<file path="src/rtl/lane_deskew_pkg.sv">
package lane_deskew_pkg;
    typedef enum logic [1:0] {
        ST_IDLE  = 2'd0,
        ST_TRAIN = 2'd1,
        ST_RUN   = 2'd2,
        ST_ERR   = 2'd3
    } dsk_state_e;
endpackage

</file>
<file path="src/rtl/dsk_lane_buf.sv">
module dsk_lane_buf #(
    parameter int DEPTH    = 64,
    parameter int FRAME_UI = 12,
    localparam int PW      = $clog2(DEPTH)
) (
    input  logic                clk,
    input  logic                rst_n,
    input  logic                bit_in,
    input  logic                vld_in,
    input  logic                cap,
    input  logic                adv,
    output logic [PW:0]         fill,
    output logic [FRAME_UI-1:0] frame_bits
);
    logic [DEPTH-1:0] mem_q;
    logic [PW:0]      wr_q;
    logic [PW:0]      rd_q;

    always_ff @(posedge clk) begin
        if (vld_in) mem_q[wr_q[PW-1:0]] <= bit_in;
    end

    always_ff @(posedge clk or negedge rst_n) begin
        if (!rst_n) begin
            wr_q <= '0;
            rd_q <= '0;
        end else begin
            if (vld_in) wr_q <= wr_q + 1'b1;
            // frame start on this lane is the slot being written now
            if (cap)      rd_q <= wr_q;
            else if (adv) rd_q <= rd_q + (PW+1)'(FRAME_UI);
        end
    end

    assign fill = wr_q - rd_q;

    always_comb begin
        for (int i = 0; i < FRAME_UI; i++) begin
            frame_bits[i] = mem_q[rd_q[PW-1:0] + PW'(i)];
        end
    end
endmodule

</file>
<file path="src/rtl/dsk_train_ctrl.sv">
module dsk_train_ctrl
    import lane_deskew_pkg::*;
#(
    parameter int LANES    = 10,
    parameter int MAX_SKEW = 46,
    localparam int CW      = $clog2(MAX_SKEW + 2) + 1
) (
    input  logic             clk,
    input  logic             rst_n,
    input  logic             train_req,
    input  logic [LANES-1:0] lane_vld,
    input  logic [LANES-1:0] lane_mark,
    input  logic             all_ready,
    output dsk_state_e       state,
    output logic [LANES-1:0] cap,
    output logic             adv,
    output logic             align_err
);
    dsk_state_e       state_q, state_d;
    logic [LANES-1:0] seen_q, seen_d, hit;
    logic [CW-1:0]    skew_q;
    logic             enter_train;

    assign hit         = lane_vld & lane_mark & ~seen_q & {LANES{state_q == ST_TRAIN}};
    assign seen_d      = seen_q | hit;
    assign enter_train = (state_d == ST_TRAIN) && (state_q != ST_TRAIN);

    // next-state logic
    always_comb begin
        state_d = state_q;
        unique case (state_q)
            ST_IDLE:  if (train_req) state_d = ST_TRAIN;
            ST_TRAIN: begin
                if (skew_q > CW'(MAX_SKEW)) state_d = ST_ERR;
                else if (&seen_d)           state_d = ST_RUN;
            end
            ST_RUN:   if (train_req) state_d = ST_TRAIN;
            ST_ERR:   if (train_req) state_d = ST_TRAIN;
            default:  state_d = ST_IDLE;
        endcase
    end

    // state register and training bookkeeping
    always_ff @(posedge clk or negedge rst_n) begin
        if (!rst_n) begin
            state_q <= ST_IDLE;
            seen_q  <= '0;
            skew_q  <= '0;
        end else begin
            state_q <= state_d;
            if (enter_train) begin
                seen_q <= '0;
                skew_q <= '0;
            end else if (state_q == ST_TRAIN) begin
                seen_q <= seen_d;
                if ((|seen_d) && (skew_q <= CW'(MAX_SKEW))) skew_q <= skew_q + 1'b1;
            end
        end
    end

    // outputs
    always_comb begin
        state     = state_q;
        cap       = hit;
        adv       = (state_q == ST_RUN) && all_ready;
        align_err = (state_q == ST_ERR);
    end
endmodule

</file>
<file path="src/rtl/lane_deskew.sv">
module lane_deskew
    import lane_deskew_pkg::*;
#(
    parameter int LANES    = 10,
    parameter int FRAME_UI = 12,
    parameter int DEPTH    = 64,
    parameter int MAX_SKEW = 46,
    localparam int PW      = $clog2(DEPTH),
    localparam int FW      = LANES * FRAME_UI
) (
    input  logic             clk,
    input  logic             rst_n,
    input  logic             mode_resync,
    input  logic             train_req,
    input  logic [LANES-1:0] lane_bit,
    input  logic [LANES-1:0] lane_vld,
    input  logic [LANES-1:0] lane_mark,
    output logic             frm_valid,
    output logic [FW-1:0]    frm_data,
    output logic             align_err,
    output logic [LANES-1:0] pass_bit,
    output logic [LANES-1:0] pass_vld
);
    dsk_state_e          state;
    logic [LANES-1:0]    cap;
    logic                adv;
    logic [LANES-1:0]    lane_full;
    logic [PW:0]         fill  [LANES];
    logic [FRAME_UI-1:0] fbits [LANES];
    logic [FW-1:0]       frame_w;

    dsk_train_ctrl #(.LANES(LANES), .MAX_SKEW(MAX_SKEW)) u_ctrl (
        .clk       (clk),
        .rst_n     (rst_n),
        .train_req (train_req),
        .lane_vld  (lane_vld),
        .lane_mark (lane_mark),
        .all_ready (&lane_full),
        .state     (state),
        .cap       (cap),
        .adv       (adv),
        .align_err (align_err)
    );

    for (genvar g = 0; g < LANES; g++) begin : g_lane
        dsk_lane_buf #(.DEPTH(DEPTH), .FRAME_UI(FRAME_UI)) u_buf (
            .clk        (clk),
            .rst_n      (rst_n),
            .bit_in     (lane_bit[g]),
            .vld_in     (lane_vld[g]),
            .cap        (cap[g]),
            .adv        (adv),
            .fill       (fill[g]),
            .frame_bits (fbits[g])
        );
        assign lane_full[g]                    = fill[g] >= (PW+1)'(FRAME_UI);
        assign frame_w[g*FRAME_UI +: FRAME_UI] = fbits[g];
    end

    always_ff @(posedge clk or negedge rst_n) begin
        if (!rst_n) begin
            frm_valid <= 1'b0;
            frm_data  <= '0;
            pass_bit  <= '0;
            pass_vld  <= '0;
        end else begin
            frm_valid <= adv && mode_resync;
            if (adv) frm_data <= frame_w;
            pass_bit  <= lane_bit;
            pass_vld  <= lane_vld & {LANES{~mode_resync}};
        end
    end
endmodule

</file>
<file path="config.mk">
export PLATFORM = sky130hd
export DESIGN_NAME = lane_deskew
export DESIGN_NICKNAME = d
export VERILOG_FILES = /design/src/rtl/lane_deskew_pkg.sv /design/src/rtl/dsk_lane_buf.sv /design/src/rtl/dsk_train_ctrl.sv /design/src/rtl/lane_deskew.sv
export SDC_FILE = /design/constraint.sdc
export NUM_CORES = 2
export LEC_CHECK = 0
export BUFFER_PORTS_ARGS = -buffer_cell sky130_fd_sc_hd__buf_2
export CAP_MARGIN = 20
export CORE_ASPECT_RATIO = 1.1
export CORE_MARGIN = 5
export CORE_UTILIZATION = 60
export CTS_CLUSTER_DIAMETER = 60
export DETAILED_ROUTE_END_ITERATION = 10
export GPL_ROUTABILITY_DRIVEN = 0
export PLACE_DENSITY = 0.77
export SLEW_MARGIN = 20
export SYNTH_ARGS = -nofsm -noshare
export SYNTH_HDL_FRONTEND = slang
export SYNTH_SLANG_ARGS = --single-unit
</file>
<file path="constraint.sdc">
create_clock -name clk -period 4.5 [get_ports clk]
set_input_delay 0.45 -clock clk [delete_from_list [all_inputs] [get_ports clk]]
set_output_delay 0.45 -clock clk [all_outputs]
set_load 0.05 [all_outputs]
</file>
==> results.sh <==
export IMPL_status="finished, final reports clean"
export IMPL_grt_pass1_wl_um=301000
export IMPL_syn_inst=5326
export IMPL_wl_met2_um=96100
export IMPL_setup_viol=0
export IMPL_clockBufferDepth=3
export IMPL_synth_ff_type="edfxtp_1"
export IMPL_cp_required_ps=5110
export IMPL_path_max_fanout=86
export IMPL_hpwl_um=143000
export IMPL_drive_above_1_share=0.347
export IMPL_synth_top_area_cell="mux4_2"
export IMPL_hp_class="input port to flop"
export IMPL_htreeDepth=3
export IMPL_slew_headroom=0.291
export IMPL_tns_ps=0
export IMPL_synthesis_area_um2=72600
export IMPL_ys_ff_latch=940
export IMPL_maxCapViolations=0
export IMPL_cts_clk_slew_worst_paths_ps=60
export IMPL_core_area_um2=120000
export IMPL_top_layer_used="met5"
export IMPL_max_freq_ghz=0.245
export IMPL_synth_fp_nets=5562
export IMPL_grt_pass1_vias=50200
export IMPL_seq_area_um2=26800
export IMPL_slew_viol_final=0
export IMPL_worstSetupStartpoint="g_lane[3].u_buf.wr_q[0]"
export IMPL_layout_nets=5582
export IMPL_finClkSkew_ps=29.5
export IMPL_synth_commonest_cells="1189 x mux4_2, 688 x nor2_1, 640 x edfxtp_1"
export IMPL_pre_cts_ws_ps=517
export IMPL_async_flop_share=0.319
export IMPL_ys_seq_area_frac=0.368
export IMPL_cts_tree="built"
export IMPL_place_area_um2=75000
export IMPL_synth_edf_count=640
export IMPL_routed_wl_um=192000
export IMPL_grt_max_degree=93
export IMPL_io_buffer_count=175
export IMPL_clock_latency_ps=730
export IMPL_met3_length_um=18800
export IMPL_via_count=50800
export IMPL_start_util=0.605
export IMPL_yosys_warnings=0
export IMPL_post_route_period_util=0.905
export IMPL_post_cts_resized=0
export IMPL_irDropWorstVdd_v=0.000490
export IMPL_fin_ws_ps=426
export IMPL_ios=176
export IMPL_avgSynthCellArea_um2=13.6
export IMPL_antenna_found_initial=9
export IMPL_p_leak_nw=27.1
export IMPL_overflow=0
export IMPL_worstMarginPinSlew_ps=1060
export IMPL_die_w_um=342
export IMPL_holdWs_ps=76.8
export IMPL_hold_violations=0
export IMPL_path_class="flop to flop"
export IMPL_synth_area_leaders="mux4_2 37%, edfxtp_1 26%, dfrtp_1 10%"
export IMPL_arrival_ps=4680
export IMPL_postLayoutCellArea_um2=79000
export IMPL_drc=0
export IMPL_nFillCells=8329
export IMPL_via_per_inst=7.18
export IMPL_die_h_um=375
export IMPL_end_kind="flop"
export IMPL_dr_pass1_iters=6
export IMPL_cts_root_buf="clkbuf_16"
export IMPL_p_per_area_nw_per_um2=901
export IMPL_fin_crit_ps=4070
export IMPL_start_kind="flop"
export IMPL_synthDistinctLibCells=67
export IMPL_synth_top_area_share=0.369
export IMPL_cts_buffers=113
export IMPL_wl_met1_um=67800
export IMPL_area_growth_pct=8.75
export IMPL_rsz0062_at_grt="false"
export IMPL_die_area_um2=128000
export IMPL_post_drt_wl_per_cell_um=27.1
export IMPL_multi_input_comb_area_um2=43700
export IMPL_drt_iter0_markers=6571
export IMPL_ant_nets=0
export IMPL_synth_most_common_cell="mux4_2"
export IMPL_grtUsageTotal=0.300
export IMPL_r2r_start="g_lane[3].u_buf.wr_q[0]"
export IMPL_hp_start="lane_mark[2]"
export IMPL_clock_sinks=940
export IMPL_rows=133
[state kept, by name, summed over array words and instances, names as in the netlist]
signal              flops
g_lane.u_buf.mem_q    640
frm_data              120
g_lane.u_buf.rd_q      70
g_lane.u_buf.wr_q      70
pass_bit               10
pass_vld               10
u_ctrl.seen_q          10
u_ctrl.skew_q           7
u_ctrl.state            2
frm_valid               1
[per-stage QoR]
step | total power, mW | util | cells
after floorplan | 50.3 | - | 5326
after global placement | 60.2 | 0.625 | 6847
after detailed placement | 61.3 | 0.625 | 6847
after CTS | 70.9 | 0.657 | 7063
after global routing | 75.0 | 0.658 | 7067
final | 71.2 | 0.658 | 7073
[final timing paths]
path / end / slack, ps / cells after the start
worst max-delay path: frm_data[1] / 430 / 11
worst min-delay path: u_ctrl.seen_q[2] / 80 / 3
worst max register to register: frm_data[1] / 430 / 11
worst min register to register: frm_data[81] / 480 / 2
max in group asynchronous: g_lane[4].u_buf.rd_q[0] / 2970 / 3
min in group asynchronous: pass_bit[7] / 350 / 2
[power by group]
| part | internal, mW | switching [mW] |
|---|---|---|
| Combinational | 24.7 | 24.7 |
| Clock | 5.39 | 3.95 |
| Sequential | 10.6 | 1.91 |
[timing repair]
| action | 4_1_cts | 5_1_grt |
|---|---|---|
| setup buffers | 0 | 0 |
| hold buffers | 2 | 0 |
| hold endpoints to repair | 87 | 0 |
[layout make-up]
cell class,instances,area share
Multi-Input combinational cell,3861,0.554
Sequential cell,940,0.339
Clock buffer,145,0.0398
Timing Repair Buffer,337,0.0278
Tap cell,1620,0.0257
Clock inverter,69,0.00933
Inverter,93,0.00442
Antenna cell,8,0.000253
[placed cells by master, fill, tap and decap left out, types with 119 or more instances in the layout]
master / synthesis / layout
mux4_2: 1189 / 1189
xnor2_1: 311 / 306
buf_4: 8 / 154
ha_1: 202 / 202
mux2_2: 120 / 120
a21oi_1: 148 / 148
dfrtp_1: 300 / 290
nor2_1: 688 / 688
nand3_1: 153 / 153
buf_2: 140 / 174
nand2_1: 335 / 335
clkbuf_16: 0 / 119
edfxtp_1: 640 / 640
[kinds of logic after synthesis]
group                    synth area share
multiplexers                        0.395
flip-flops                          0.368
XOR/XNOR                           0.0447
adder cells (fa/ha/maj)            0.0348
AND/OR/NAND/NOR                    0.0959
buffers and inverters              0.0303
AO/OA/AOI/OAI                      0.0313
[critical path, cell delays in order, from the launching register on]
cell and delay [ps]:
dfrtp_1 590, inv_1 290, ha_1 200, nor2b_1 60, o211ai_2 160, a21oi_1 110, or4_1 520, a221oi_1 620
or4_4 300, buf_12 310, buf_4 340, mux2_2 370
[routing by layer]
layer / GRT usage / vias up
li1: - / 21300
met4: 0.127 / 2
met5: 0 / -
met1: 0.393 / 25900
met3: 0.0554 / 529
met2: 0.500 / 3098
No activity file was read; power rests on OpenSTA's default activity.
